File: src/rtl/mcd_pkg.sv
package mcd_pkg;
    localparam int WORD_W = 16;
    localparam int REG_W  = 3;
    localparam int COND_W = 3;
    localparam int TT_W   = 4;

    localparam int FMT_BIT   = 15;
    localparam int ASRC_LSB  = 12;
    localparam int CIN_BIT   = 11;
    localparam int DSRC_LSB  = 8;

    typedef struct packed {
        logic [REG_W-1:0]  a_src;
        logic [REG_W-1:0]  d_src;
        logic [REG_W-1:0]  a_dst;
        logic [REG_W-1:0]  d_dst;
        logic              d_dst_valid;
        logic              cin;
        logic [COND_W-1:0] cond;
        logic              sel_bool;
        logic [TT_W-1:0]   tt;
    } uop_t;
endpackage

File: src/rtl/mcd_move_unpack.sv
module mcd_move_unpack
    import mcd_pkg::*;
(
    input  logic [WORD_W-1:0] word,
    output uop_t              uop
);
    logic [COND_W-1:0] cond_wide;
    logic [TT_W-1:0]   tt_wide;

    // Single-bit fields widened so the shared condition and function logic fit.
    for (genvar i = 0; i < COND_W; i++) begin : g_cond
        assign cond_wide[i] = word[7];
    end
    for (genvar j = 0; j < TT_W; j++) begin : g_tt
        assign tt_wide[j] = word[3];
    end

    always_comb begin
        uop             = '0;
        uop.a_src       = word[ASRC_LSB +: REG_W];
        uop.d_src       = word[DSRC_LSB +: REG_W];
        uop.cin         = word[CIN_BIT];
        uop.a_dst       = word[6:4];
        uop.d_dst       = word[2:0];
        uop.d_dst_valid = 1'b1;
        uop.cond        = cond_wide;
        uop.sel_bool    = 1'b0;
        uop.tt          = tt_wide;
    end
endmodule

File: src/rtl/mcd_func_unpack.sv
module mcd_func_unpack
    import mcd_pkg::*;
#(
    parameter logic [REG_W-1:0] SINK_IDX = 3'b110
)(
    input  logic [WORD_W-1:0] word,
    output uop_t              uop
);
    always_comb begin
        uop             = '0;
        uop.a_src       = word[ASRC_LSB +: REG_W];
        uop.d_src       = word[DSRC_LSB +: REG_W];
        uop.cin         = word[CIN_BIT];
        uop.a_dst       = word[ASRC_LSB +: REG_W];
        uop.d_dst       = SINK_IDX;
        uop.d_dst_valid = 1'b0;
        uop.cond        = word[7:5];
        uop.sel_bool    = word[4];
        uop.tt          = word[3:0];
    end
endmodule

File: src/rtl/mcd_dest_gate.sv
module mcd_dest_gate
    import mcd_pkg::*;
#(
    parameter logic [REG_W-1:0] SINK_IDX = 3'b110,
    parameter logic [REG_W-1:0] MEM_IDX  = 3'b111
)(
    input  uop_t uop,
    output logic a_we,
    output logic d_we,
    output logic rd,
    output logic wr
);
    logic d_is_mem;
    logic d_is_sink;

    always_comb begin
        d_is_mem  = (uop.d_dst == MEM_IDX);
        d_is_sink = (uop.d_dst == SINK_IDX);
        a_we      = (uop.a_dst != SINK_IDX);
        d_we      = uop.d_dst_valid && !d_is_mem && !d_is_sink;
        rd        = (uop.d_src == MEM_IDX);
        wr        = uop.d_dst_valid && d_is_mem;
    end
endmodule

File: src/rtl/mcd_decoder.sv
module mcd_decoder
    import mcd_pkg::*;
#(
    parameter logic [REG_W-1:0] SINK_IDX = 3'b110,
    parameter logic [REG_W-1:0] MEM_IDX  = 3'b111
)(
    input  logic [15:0] instr,
    output logic        is_func,
    output logic [2:0]  addr_src,
    output logic [2:0]  data_src,
    output logic [2:0]  addr_dst,
    output logic        addr_we,
    output logic [2:0]  data_dst,
    output logic        data_we,
    output logic        carry_in,
    output logic [2:0]  cond,
    output logic        use_bool,
    output logic [3:0]  truth,
    output logic        mem_rd,
    output logic        mem_wr
);
    typedef enum logic {FMT_MOVE = 1'b0, FMT_FUNC = 1'b1} fmt_e;

    fmt_e fmt;
    uop_t uop_mv;
    uop_t uop_fn;
    uop_t uop_sel;

    mcd_move_unpack u_move (
        .word (instr),
        .uop  (uop_mv)
    );

    mcd_func_unpack #(.SINK_IDX(SINK_IDX)) u_func (
        .word (instr),
        .uop  (uop_fn)
    );

    always_comb begin
        fmt = fmt_e'(instr[FMT_BIT]);
        unique case (fmt)
            FMT_MOVE: uop_sel = uop_mv;
            FMT_FUNC: uop_sel = uop_fn;
            default:  uop_sel = uop_mv;
        endcase
    end

    mcd_dest_gate #(.SINK_IDX(SINK_IDX), .MEM_IDX(MEM_IDX)) u_gate (
        .uop  (uop_sel),
        .a_we (addr_we),
        .d_we (data_we),
        .rd   (mem_rd),
        .wr   (mem_wr)
    );

    always_comb begin
        is_func  = (fmt == FMT_FUNC);
        addr_src = uop_sel.a_src;
        data_src = uop_sel.d_src;
        addr_dst = uop_sel.a_dst;
        data_dst = uop_sel.d_dst;
        carry_in = uop_sel.cin;
        cond     = uop_sel.cond;
        use_bool = uop_sel.sel_bool;
        truth    = uop_sel.tt;
    end
endmodule

File: config.mk
export PLATFORM = sky130hd
export DESIGN_NAME = mcd_decoder
export DESIGN_NICKNAME = d
export VERILOG_FILES = /design/src/rtl/mcd_pkg.sv /design/src/rtl/mcd_move_unpack.sv /design/src/rtl/mcd_func_unpack.sv /design/src/rtl/mcd_dest_gate.sv /design/src/rtl/mcd_decoder.sv
export SDC_FILE = /design/constraint.sdc
export NUM_CORES = 1
export LEC_CHECK = 0
export BUFFER_PORTS_ARGS = -buffer_cell sky130_fd_sc_hd__buf_4
export CAP_MARGIN = 10
export CORE_AREA = 5 5 42 44
export DETAILED_ROUTE_END_ITERATION = 6
export DIE_AREA = 0 0 47 49
export PLACE_DENSITY = 0.66
export SETUP_SLACK_MARGIN = 0.2
export SLEW_MARGIN = 20
export SYNTH_ARGS = -nofsm -noshare
export SYNTH_HDL_FRONTEND = slang
export SYNTH_SLANG_ARGS = --single-unit
File: constraint.sdc
create_clock -name vclk -period 1.53
set_clock_uncertainty 0.15 [all_clocks]
set_input_delay 0.306 -clock vclk [all_inputs]
set_output_delay 0.306 -clock vclk [all_outputs]
set_load 0.005 [all_outputs]
==> summary.txt, run 1 <==
Max-cap viol count: 0
Cell type with the largest total area after synthesis: buf_4
Sw power: 57.9 uW
Largest net degree at the start of global routing: 8
Die Height: 49 um
Area of the multi-input gates: 190 sq um
RSZ-0062 raised after global routing: true
Syn Area/Cell: 7.07 sq um
Fin nets: 87
ANT nets after route: 0
Unique masters post-synth: 11
DIE WIDTH: 47 um
# DRC: 0
Hold crit path type: in -> out
Sw Ratio: 0.322
Vias in the first global route: 349
Max-slew headroom: 0.941
Clock power frac: 0
Top cells by area, synth: buf_4, nand2_1, mux2_4
Final setup fails: 0
Clock buffers: 0
Antenna violations before repair: 0
Crit path kind: in -> out
RD Place Congestion: 0.637
Initial DRC count: 2
Core area: 0.00140 sq mm
Combinational Power Share: 1.000
GRT Util Overall: 0.0709
CTS Hold Bufs: 0
Via count: 356
Initial Utilization: 0.171
Worst Path Required: 1.07 ns
Reg power frac: 0
CP endpoint kind: primary output
Status: finished, final reports clean
Total power: 180 uW
Yosys top cell area share: 0.313
Critical Path Start Type: input port
Data arrival, critical path: 1.01 ns
Global-route wire length before repair: 1310 um
Fillers: 150
Via density: 4.19
Post-route setup TNS: 0 ns
Final hold violation count: 0
PD cells: 297 mW/mm^2
Row cnt: 14
Peak VDD IR: 0.119 mV
Mapped Cells: 34
Worst slew pin tran: 0.0886 ns
Seq cells: 0
Final HPWL DP: 788 um
Fin. max-slew vios: 0
Post-synthesis instance area: 240 sq um
Initial DRT Pass Iterations: 2
Sequential share of the synthesized area: 0
Tmin final: 1.47 ns
Average wire per cell in the routed design: 10.6 um
Sequential Area: 0 sq um
Pint: 122 uW
Peak fanout along the critical path: 7
Top-level I/O count: 42
WL final: 904 um
Synthesis-to-layout area growth: 153%
Leak: 0.000358 uW
Layout cells sized above 1: 0.841
F_max: 682 MHz
Post-route clock period utilization: 0.958
Die area: 0.00230 sq mm
Yosys warnings: 0
IO buf count: 40
GR Overflow Total: 0
Synth Net Count: 50
ANT cells: 0
## power by group through the flow
stage | Clock, uW | Sequential [uW] | Combinational [uW]
floorplan | 0 | 0 | 65.1
global placement | 0 | 0 | 152
detailed placement | 0 | 0 | 154
global route | 0 | 0 | 195
CTS | 0 | 0 | 176
finish | 0 | 0 | 180
## final timing paths
path | startpoint | end | cells after the start
min | instr[11] | carry_in | 0
max | instr[15] | addr_we | 5
## synthesized netlist by cell type, drive strengths merged
| cell type | instances |
|---|---|
| nand2b | 2 |
| or2 | 2 |
| mux2 | 3 |
| nand2 | 11 |
| and2 | 1 |
| and3 | 2 |
| nand3b | 1 |
| and2b | 1 |
| buf | 11 |
## layout make-up
cell class / count / share of cell area
repair buffers: 46 / 0.654
well taps: 16 / 0.0330
multi-input cells: 23 / 0.313
## critical path, cell delays in order
cell      delay (ns)
buf_12          0.11
buf_12          0.12
mux2_4          0.31
nand3b_4        0.08
buf_6           0.09
## cells by family after synthesis
group                  Yosys count  synth area share
buffers and inverters           11             0.359
muxes                            3             0.172
and+or+nand+nor                 20             0.469
## layout by cell type, fill, tap and decap left out
| cell type | synthesis | layout |
|---|---|---|
| and2b_1 | 1 | 1 |
| and3_1 | 2 | 1 |
| buf_12 | 0 | 2 |
| nand2_1 | 11 | 8 |
| and3_4 | 0 | 1 |
| nand2b_4 | 0 | 2 |
| nand2_2 | 0 | 3 |
| buf_6 | 1 | 7 |
| and2_1 | 1 | 1 |
| buf_4 | 10 | 37 |
| mux2_4 | 2 | 3 |
| or2_4 | 0 | 2 |
| nand3b_4 | 1 | 1 |
## metal layers
layer / vias up / track usage / share of wire
met5: - / 0 / 0
met4: 0 / 0.00461 / 0.0044
met3: 2 / 0.0111 / 0.16
met2: 27 / 0.138 / 0.54
met1: 158 / 0.0783 / 0.30
li1: 169 / - / -
## what timing repair did
item,in CTS,in global routing
resized for setup,15,4
endpoints found under the setup margin,11,8
endpoints found under the hold margin,0,0
pin swaps,5,4
buffers inserted,1,1
## per-stage QoR
step | cells | area, sq um | utilization | hold slack [ns] | setup slack (ns)
after global placement | 83 | 517 | 0.369 | 0.462 | 0.0162
after CTS | 84 | 587 | 0.419 | 0.462 | 0.0601
after detailed placement | 83 | 517 | 0.369 | 0.462 | 0.00477
after floorplan | 34 | 240 | - | 0.543 | 0.261
after global routing | 85 | 607 | 0.433 | 0.462 | 0.0502
final | 85 | 607 | 0.433 | 0.462 | 0.0644
Power figures use the tool's default switching activity.
==> run 2: changes to the inputs <==
- CORE_AREA: 5 5 42 44 -> default
- CORE_ASPECT_RATIO: default -> 1.1
- CORE_MARGIN: default -> 5
- CORE_UTILIZATION: default -> 40
- DIE_AREA: 0 0 47 49 -> default
- PLACE_DENSITY: 0.66 -> 0.83
- SYNTH_HIERARCHICAL: default -> 1
- clock period: 1.53 -> 1.2 ns (I/O delays scaled with it)
==> run 2 against run 1 <==
The run now ends with setup timing left. Synthesized area increased to 3.3 times the previous value. Clock-buffer cell count is the same. Design area is 61% higher. Setup slack got worse by 0.23 ns. Wire length rose by 43%. Sequential share of layout area unchanged. Highest routed layer is now met3.
==> summary.txt, run 2 <==
Status: finished with violations (was finished, final reports clean)
Failing checks: setup timing
F_max: 735 MHz
Post-synthesis compound-gate area fraction: 0.00943 (was 0)
GRT Util Overall: 0.0832 (was 0.0709)
Initial DRC count: 2 (unchanged)
Unique masters post-synth: 8 (was 11)
Hold slack final: 0.626 ns (was 0.462 ns)
Commonest cells after routing, fill and taps aside: buf_4, buf_6, mux2_4 (was buf_4, nand2_1, buf_6)
Post-Synth Adder-Cell Area: 0 (unchanged)
CP endpoint kind: primary output (unchanged)
Synthesis-to-layout area growth: 22.5% (was 153%)
Post-synthesis instance area: 796 sq um (was 240 sq um)
WL final: 1290 um (was 904 um)
Top-count cell post-synth: buf_4 (was nand2_1)
PD cells: 404 mW/mm^2 (was 297 mW/mm^2)
DP Cell Count: 106 (was 83)
Crit path kind: in -> out (unchanged)
RD Place Congestion: 0.605 (was 0.637)
Critical Path Start Type: input port (unchanged)
Hold_sp: instr[15] (was instr[11])
Largest family of logic cells by synthesized area: buffers and inverters (was simple AND/OR/NAND/NOR gates)
Cell type with the largest total area after synthesis: buf_4 (unchanged)
Largest net degree at the start of global routing: 7 (was 8)
ANT nets after route: 0 (unchanged)
Total power: 394 uW (was 180 uW)
Antenna violations before repair: 0 (unchanged)
Crit-path cells: buf_16 -> mux2_4 -> and4_1 -> buf_4 (was buf_12 -> buf_12 -> mux2_4 -> nand3b_4 -> buf_6)
Placed Instance Area: 742 sq um (was 517 sq um)
Sequential Area: 0 sq um (unchanged)
Max stage delay on crit path: 0.30 ns (was 0.31 ns)
ANT cells: 0 (unchanged)
Via density: 3.82 (was 4.19)
Initial Utilization: 0.407 (was 0.171)
Fin area: 975 sq um (was 607 sq um)
Top-level I/O count: 42 (unchanged)
Peak fanout along the critical path: 5 (was 7)
DIE WIDTH: 52.5 um (was 47 um)
CP delay by family, top: multiplexers (was buffers and inverters)
Final HPWL DP: 1030 um (was 788 um)
Leak: 0.000521 uW (was 0.000358 uW)
Levels on crit path: 4 (was 5)
Mapped Cells: 96 (was 34)
Average wire per cell in the routed design: 11.3 um (was 10.6 um)
Via count: 435 (was 356)
Commonest non-fill, non-tap cell in the layout: buf_4 (unchanged)
# DRC: 0 (unchanged)
Post-Place Setup Slack: -0.372 ns (was 0.00477 ns)
Die area: 0.00298 sq mm (was 0.00230 sq mm)
Vias in the first global route: 478 (was 349)
RSZ-0062 raised after global routing: true (unchanged)
CTS Hold Bufs: 0 (unchanged)
Final hold violation count: 0 (unchanged)
Tmin final: 1.36 ns
Layout cells sized above 1: 0.895 (was 0.841)
Hold EP: is_func (was carry_in)
Hold crit path type: in -> out (unchanged)
Post-synth top cells: buf_4, mux2_2, conb_1 (was nand2_1, buf_4)
Syn Area/Cell: 8.29 sq um (was 7.07 sq um)
Post-synthesis mux area share: 0.311 (was 0.172)
Seq cells: 0 (unchanged)
Buffers and inverters on the worst path: 2 (was 3)
Global-route wire length before repair: 1970 um (was 1310 um)
Post-route clock period utilization: 1.13
Post-synthesis xor/xnor area fraction: 0 (unchanged)
Clock buffers: 0 (unchanged)
Sequential share of the synthesized area: 0 (unchanged)
Die Height: 56.8 um (was 49 um)
Crit-path slowest cell: mux2_4 (unchanged)
Fin nets: 104 (was 87)
Yosys warnings: 6 (was 0)
Hold path depth: 3 (was 0)
Core area: 0.00196 sq mm (was 0.00140 sq mm)
Max-cap viol count: 0 (unchanged)
Final setup fails: 18 (was 0)
GR Overflow Total: 0 (unchanged)
Fin. max-slew vios: 0 (unchanged)
Top cells by area, synth: buf_4, mux2_2, buf_6 (was buf_4, nand2_1, mux2_4)
Slack of the critical path: -0.161 ns (was 0.0644 ns)
Non-Filler Instances: 114 (was 85)
Peak VDD IR: 0.159 mV (was 0.119 mV)
Initial DRT Pass Iterations: 4 (was 2)
IO buf count: 42 (was 40)
Data arrival, critical path: 0.97 ns (was 1.01 ns)
Yosys top cell area share: 0.604 (was 0.313)
Worst Path Required: 0.81 ns (was 1.07 ns)
Row cnt: 17 (was 14)
Simple-gate area share of the yosys netlist: 0.0283 (was 0.469)
-- run 2: cell count changes in the layout (fill, tap and decap cells not counted), moves of 3 or more --
cell / before / now
buf_16: 0 / 3
buf_4: 37 / 28
buf_6: 7 / 22
conb_1: 0 / 6
mux2_4: 3 / 21
nand2_1: 8 / 0
nand2_2: 3 / 0
-- run 2: layer usage --
| metal | global-route usage | wire length (um) | up-vias | share of wire |
|---|---|---|---|---|
| li1 | - | - | 222 | - |
| met1 | 0.0723 | 407 | 187 | 0.32 |
| met2 | 0.184 | 731 | 26 | 0.57 |
| met3 | 0.0212 | 150 | 0 | 0.12 |
| met4 | 0 | 0 | 0 | 0 |
| met5 | 0 | 0 | - | 0 |
-- run 2: cells by family after synthesis --
logic type / Yosys count
simple gates: 3
buf+inv: 66
other cells: 4
compound gates: 1
mux: 22
-- run 2: tightest hold or removal path: stages --
cell	delay, ns
buf_16	0.09
buf_4	0.11
buf_4	0.10
-- run 2: where the power goes --
part	internal (uW)	total (uW)	switching, uW
sequential	0	0	0
combinational	282	394	111
clock	0	0	0
total	282	394	111
-- run 2: worst max-delay path by stage --
stage | endpoint | slack [ns] | start
2_1_floorplan | mem_wr | -0.03 | instr[15]
6_report | mem_wr | -0.16 | instr[15]
3_3_place_gp | mem_wr | -0.35 | instr[15]
4_1_cts | mem_wr | -0.16 | instr[15]
3_5_place_dp | mem_wr | -0.37 | instr[15]
5_1_grt | mem_wr | -0.19 | instr[15]
-- run 2: metrics by stage --
| stage | TNS (ns) | util |
|---|---|---|
| final | -1.70 | 0.498 |
| after global routing | -2.03 | 0.498 |
| after CTS | -1.64 | 0.490 |
| after detailed placement | -5.80 | 0.379 |
| after global placement | -5.44 | 0.379 |
| after floorplan | -0.0750 | - |
-- run 2: cell type report --
type,count,area [sq um]
Tap cell,28,35.0
Fill cell,199,982
Multi-Input combinational cell,32,384
Timing Repair Buffer,54,556
-- run 2: what timing repair did --
| item | 4_1_cts | 5_1_grt |
|---|---|---|
| setup buffers | 5 | 1 |
| gates cloned | 2 | 0 |
| resized for setup | 34 | 2 |
| setup endpoints to repair | 26 | 26 |
| pin swaps | 2 | 2 |
==> run 3: changes to the inputs <==
- ABC_AREA: default -> 1
- PLACE_DENSITY: 0.83 -> 0.8
- clock period: 1.2 -> 1.33 ns (I/O delays scaled with it)
==> run 3 against run 2 <==
The run now ends clean. Largest power group unchanged. First-iteration DRC count grew to 3.5 times the previous value. Via count up 48%. Worst hold slack improved by 0.026 ns. Die area grew 2.8%. Non-clock buffer count is 2 lower. Critical path type unchanged. Largest cell class unchanged.
==> summary.txt, run 3 <==
Hold EP: truth[0] (was is_func)
Worst Path Required: 0.91 ns (was 0.81 ns)
Post-synthesis instance area: 823 sq um (was 796 sq um)
RD Place Congestion: 0.641 (was 0.605)
Top-count cell post-synth: nand2_1 (was buf_4)
Peak fanout along the critical path: 6 (was 5)
Clock buffers: 0 (unchanged)
Sequential Area: 0 sq um (unchanged)
Hold slack final: 0.652 ns (was 0.626 ns)
Yosys top cell area share: 0.602 (was 0.604)
Crit-path slowest cell: buf_12 (was mux2_4)
Core area: 0.00198 sq mm (was 0.00196 sq mm)
Vias in the first global route: 511 (was 478)
Initial DRT Pass Iterations: 4 (unchanged)
Peak VDD IR: 0.161 mV (was 0.159 mV)
Final hold violation count: 0 (unchanged)
DIE WIDTH: 53.3 um (was 52.5 um)
Critical Path Start Type: input port (unchanged)
Row cnt: 17 (unchanged)
Cell type with the largest total area after synthesis: buf_4 (unchanged)
Hold_sp: instr[0] (was instr[15])
GR Overflow Total: 0 (unchanged)
Global-route wire length before repair: 2120 um (was 1970 um)
Final HPWL DP: 1110 um (was 1030 um)
Sequential share of the synthesized area: 0 (unchanged)
# DRC: 0 (unchanged)
Via count: 644 (was 435)
Die area: 0.00307 sq mm (was 0.00298 sq mm)
Synthesis-to-layout area growth: 15.5% (was 22.5%)
Average wire per cell in the routed design: 9.51 um (was 11.3 um)
PD cells: 354 mW/mm^2 (was 404 mW/mm^2)
IO buf count: 42 (unchanged)
GRT Util Overall: 0.0850 (was 0.0832)
ANT cells: 0 (unchanged)
Fin nets: 152 (was 104)
Final setup fails: 0 (was 18)
CP endpoint kind: primary output (unchanged)
Top cells by area, synth: buf_4, nand2_1, buf_6 (was buf_4, mux2_2, buf_6)
Fin. max-slew vios: 0 (unchanged)
Max-cap viol count: 0 (unchanged)
Status: finished, final reports clean (was finished with violations)
Post-route clock period utilization: 0.989
Post-synth top cells: nand2_1, buf_4, conb_1 (was buf_4, mux2_2, conb_1)
Initial Utilization: 0.416 (was 0.407)
Tmin final: 1.32 ns
Unique masters post-synth: 9 (was 8)
Post-Synth Adder-Cell Area: 0 (unchanged)
Seq cells: 0 (unchanged)
Crit path kind: in -> out (unchanged)
Mapped Cells: 148 (was 96)
Simple-gate area share of the yosys netlist: 0.333 (was 0.0283)
Commonest non-fill, non-tap cell in the layout: nand2_1 (was buf_4)
Crit-path cells: buf_12 -> buf_12 -> nand2_4 -> nand2_4 -> buf_4 -> buf_4 (was buf_16 -> mux2_4 -> and4_1 -> buf_4)
F_max: 760 MHz
Largest net degree at the start of global routing: 14 (was 7)
Fillers: 225 (was 199)
Initial DRC count: 7 (was 2)
Data arrival, critical path: 0.90 ns (was 0.97 ns)
Post-route setup TNS: 0 ns (was -1.70 ns)
Largest family of logic cells by synthesized area: buffers and inverters (unchanged)
Top-level I/O count: 42 (unchanged)
Commonest cells after routing, fill and taps aside: nand2_1, buf_4, nand2_2 (was buf_4, buf_6, mux2_4)
Hold crit path type: in -> out (unchanged)
Layout cells sized above 1: 0.597 (was 0.895)
Antenna violations before repair: 0 (unchanged)
Hold path depth: 4 (was 3)
RSZ-0062 raised after global routing: true (unchanged)
Yosys warnings: 6 (unchanged)
Post-synthesis compound-gate area fraction: 0.00608 (was 0.00943)
Post-synthesis xor/xnor area fraction: 0 (unchanged)
Post-synthesis mux area share: 0 (was 0.311)
WL final: 1540 um (was 1290 um)
Max stage delay on crit path: 0.14 ns (was 0.30 ns)
Die Height: 57.6 um (was 56.8 um)
ANT nets after route: 0 (unchanged)
Syn Area/Cell: 5.56 sq um (was 8.29 sq um)
Via density: 3.98 (was 3.82)
Leak: 0.000564 uW (was 0.000521 uW)
==> run 3: cell count changes after synthesis, sizes merged, moves of 2 or more <==
cell	previous run	this run
buf	66	68
nor2	0	2
inv	0	3
nand2	0	69
mux2	22	0
==> run 3: critical path: cells and delay by family <==
family | cells | cell delay (ns)
buffers and inverters | 4 | 0.52
AND/OR/NAND/NOR | 2 | 0.11
==> run 3: cells by family (layout without fill, tap and decap cells) <==
family / Yosys count / in the layout
and+or+nand+nor: 72 / 72
AOI/OAI and AO/OA: 1 / 1
other: 4 / 6
buffers and inverters: 71 / 55
==> run 3: layout make-up <==
class	instances	area (sq um)	share of cell area
inverters	3	23.8	0.0250
multi-input cells	79	415	0.437
well taps	28	35.0	0.0368
repair buffers	52	477	0.501
==> run 3: routing by layer <==
| metal | GRT usage | vias to the layer above | share of wire |
|---|---|---|---|
| li1 | - | 340 | - |
| met1 | 0.111 | 278 | 0.39 |
| met2 | 0.154 | 26 | 0.50 |
| met3 | 0.0104 | 0 | 0.11 |
| met4 | 0 | 0 | 0 |
| met5 | 0 | - | 0 |
==> run 3: per-stage QoR <==
step                area (sq um)  setup WS, ns   util  total power (uW)  instances
finish                       951        0.0148  0.481               337        162
global route                 951      -0.00825  0.481               368        162
CTS                          858        0.0261  0.434               301        160
detailed placement           723       -0.0442  0.366               251        158
global placement             723       -0.0482  0.366               250        158
floorplan                    833         0.205      -               251        150
==> run 3: how the worst max path moves through the flow <==
| stage | startpoint | endpoint | slack [ns] |
|---|---|---|---|
| 3_3_place_gp | instr[15] | mem_wr | -0.05 |
| 3_5_place_dp | instr[15] | mem_wr | -0.04 |
| 6_report | instr[15] | data_dst[1] | 0.01 |
| 4_1_cts | instr[15] | mem_wr | 0.03 |
| 5_1_grt | instr[15] | mem_rd | -0.008 |
| 2_1_floorplan | instr[15] | mem_wr | 0.20 |
==> run 3: report_power, final <==
part | switching, uW | internal, uW | leakage, uW
Combinational | 146 | 191 | 0.000564
Clock | 0 | 0 | 0
Sequential | 0 | 0 | 0
Total | 146 | 191 | 0.000564
==> run 3: repair_timing <==
| action | CTS | global route |
|---|---|---|
| endpoints found under the setup margin | 25 | 25 |
| hold buffers | 0 | 0 |
| pin swaps | 14 | 5 |
| gates cloned | 1 | 0 |
| resized for setup | 30 | 24 |
| buffers inserted | 1 | 2 |
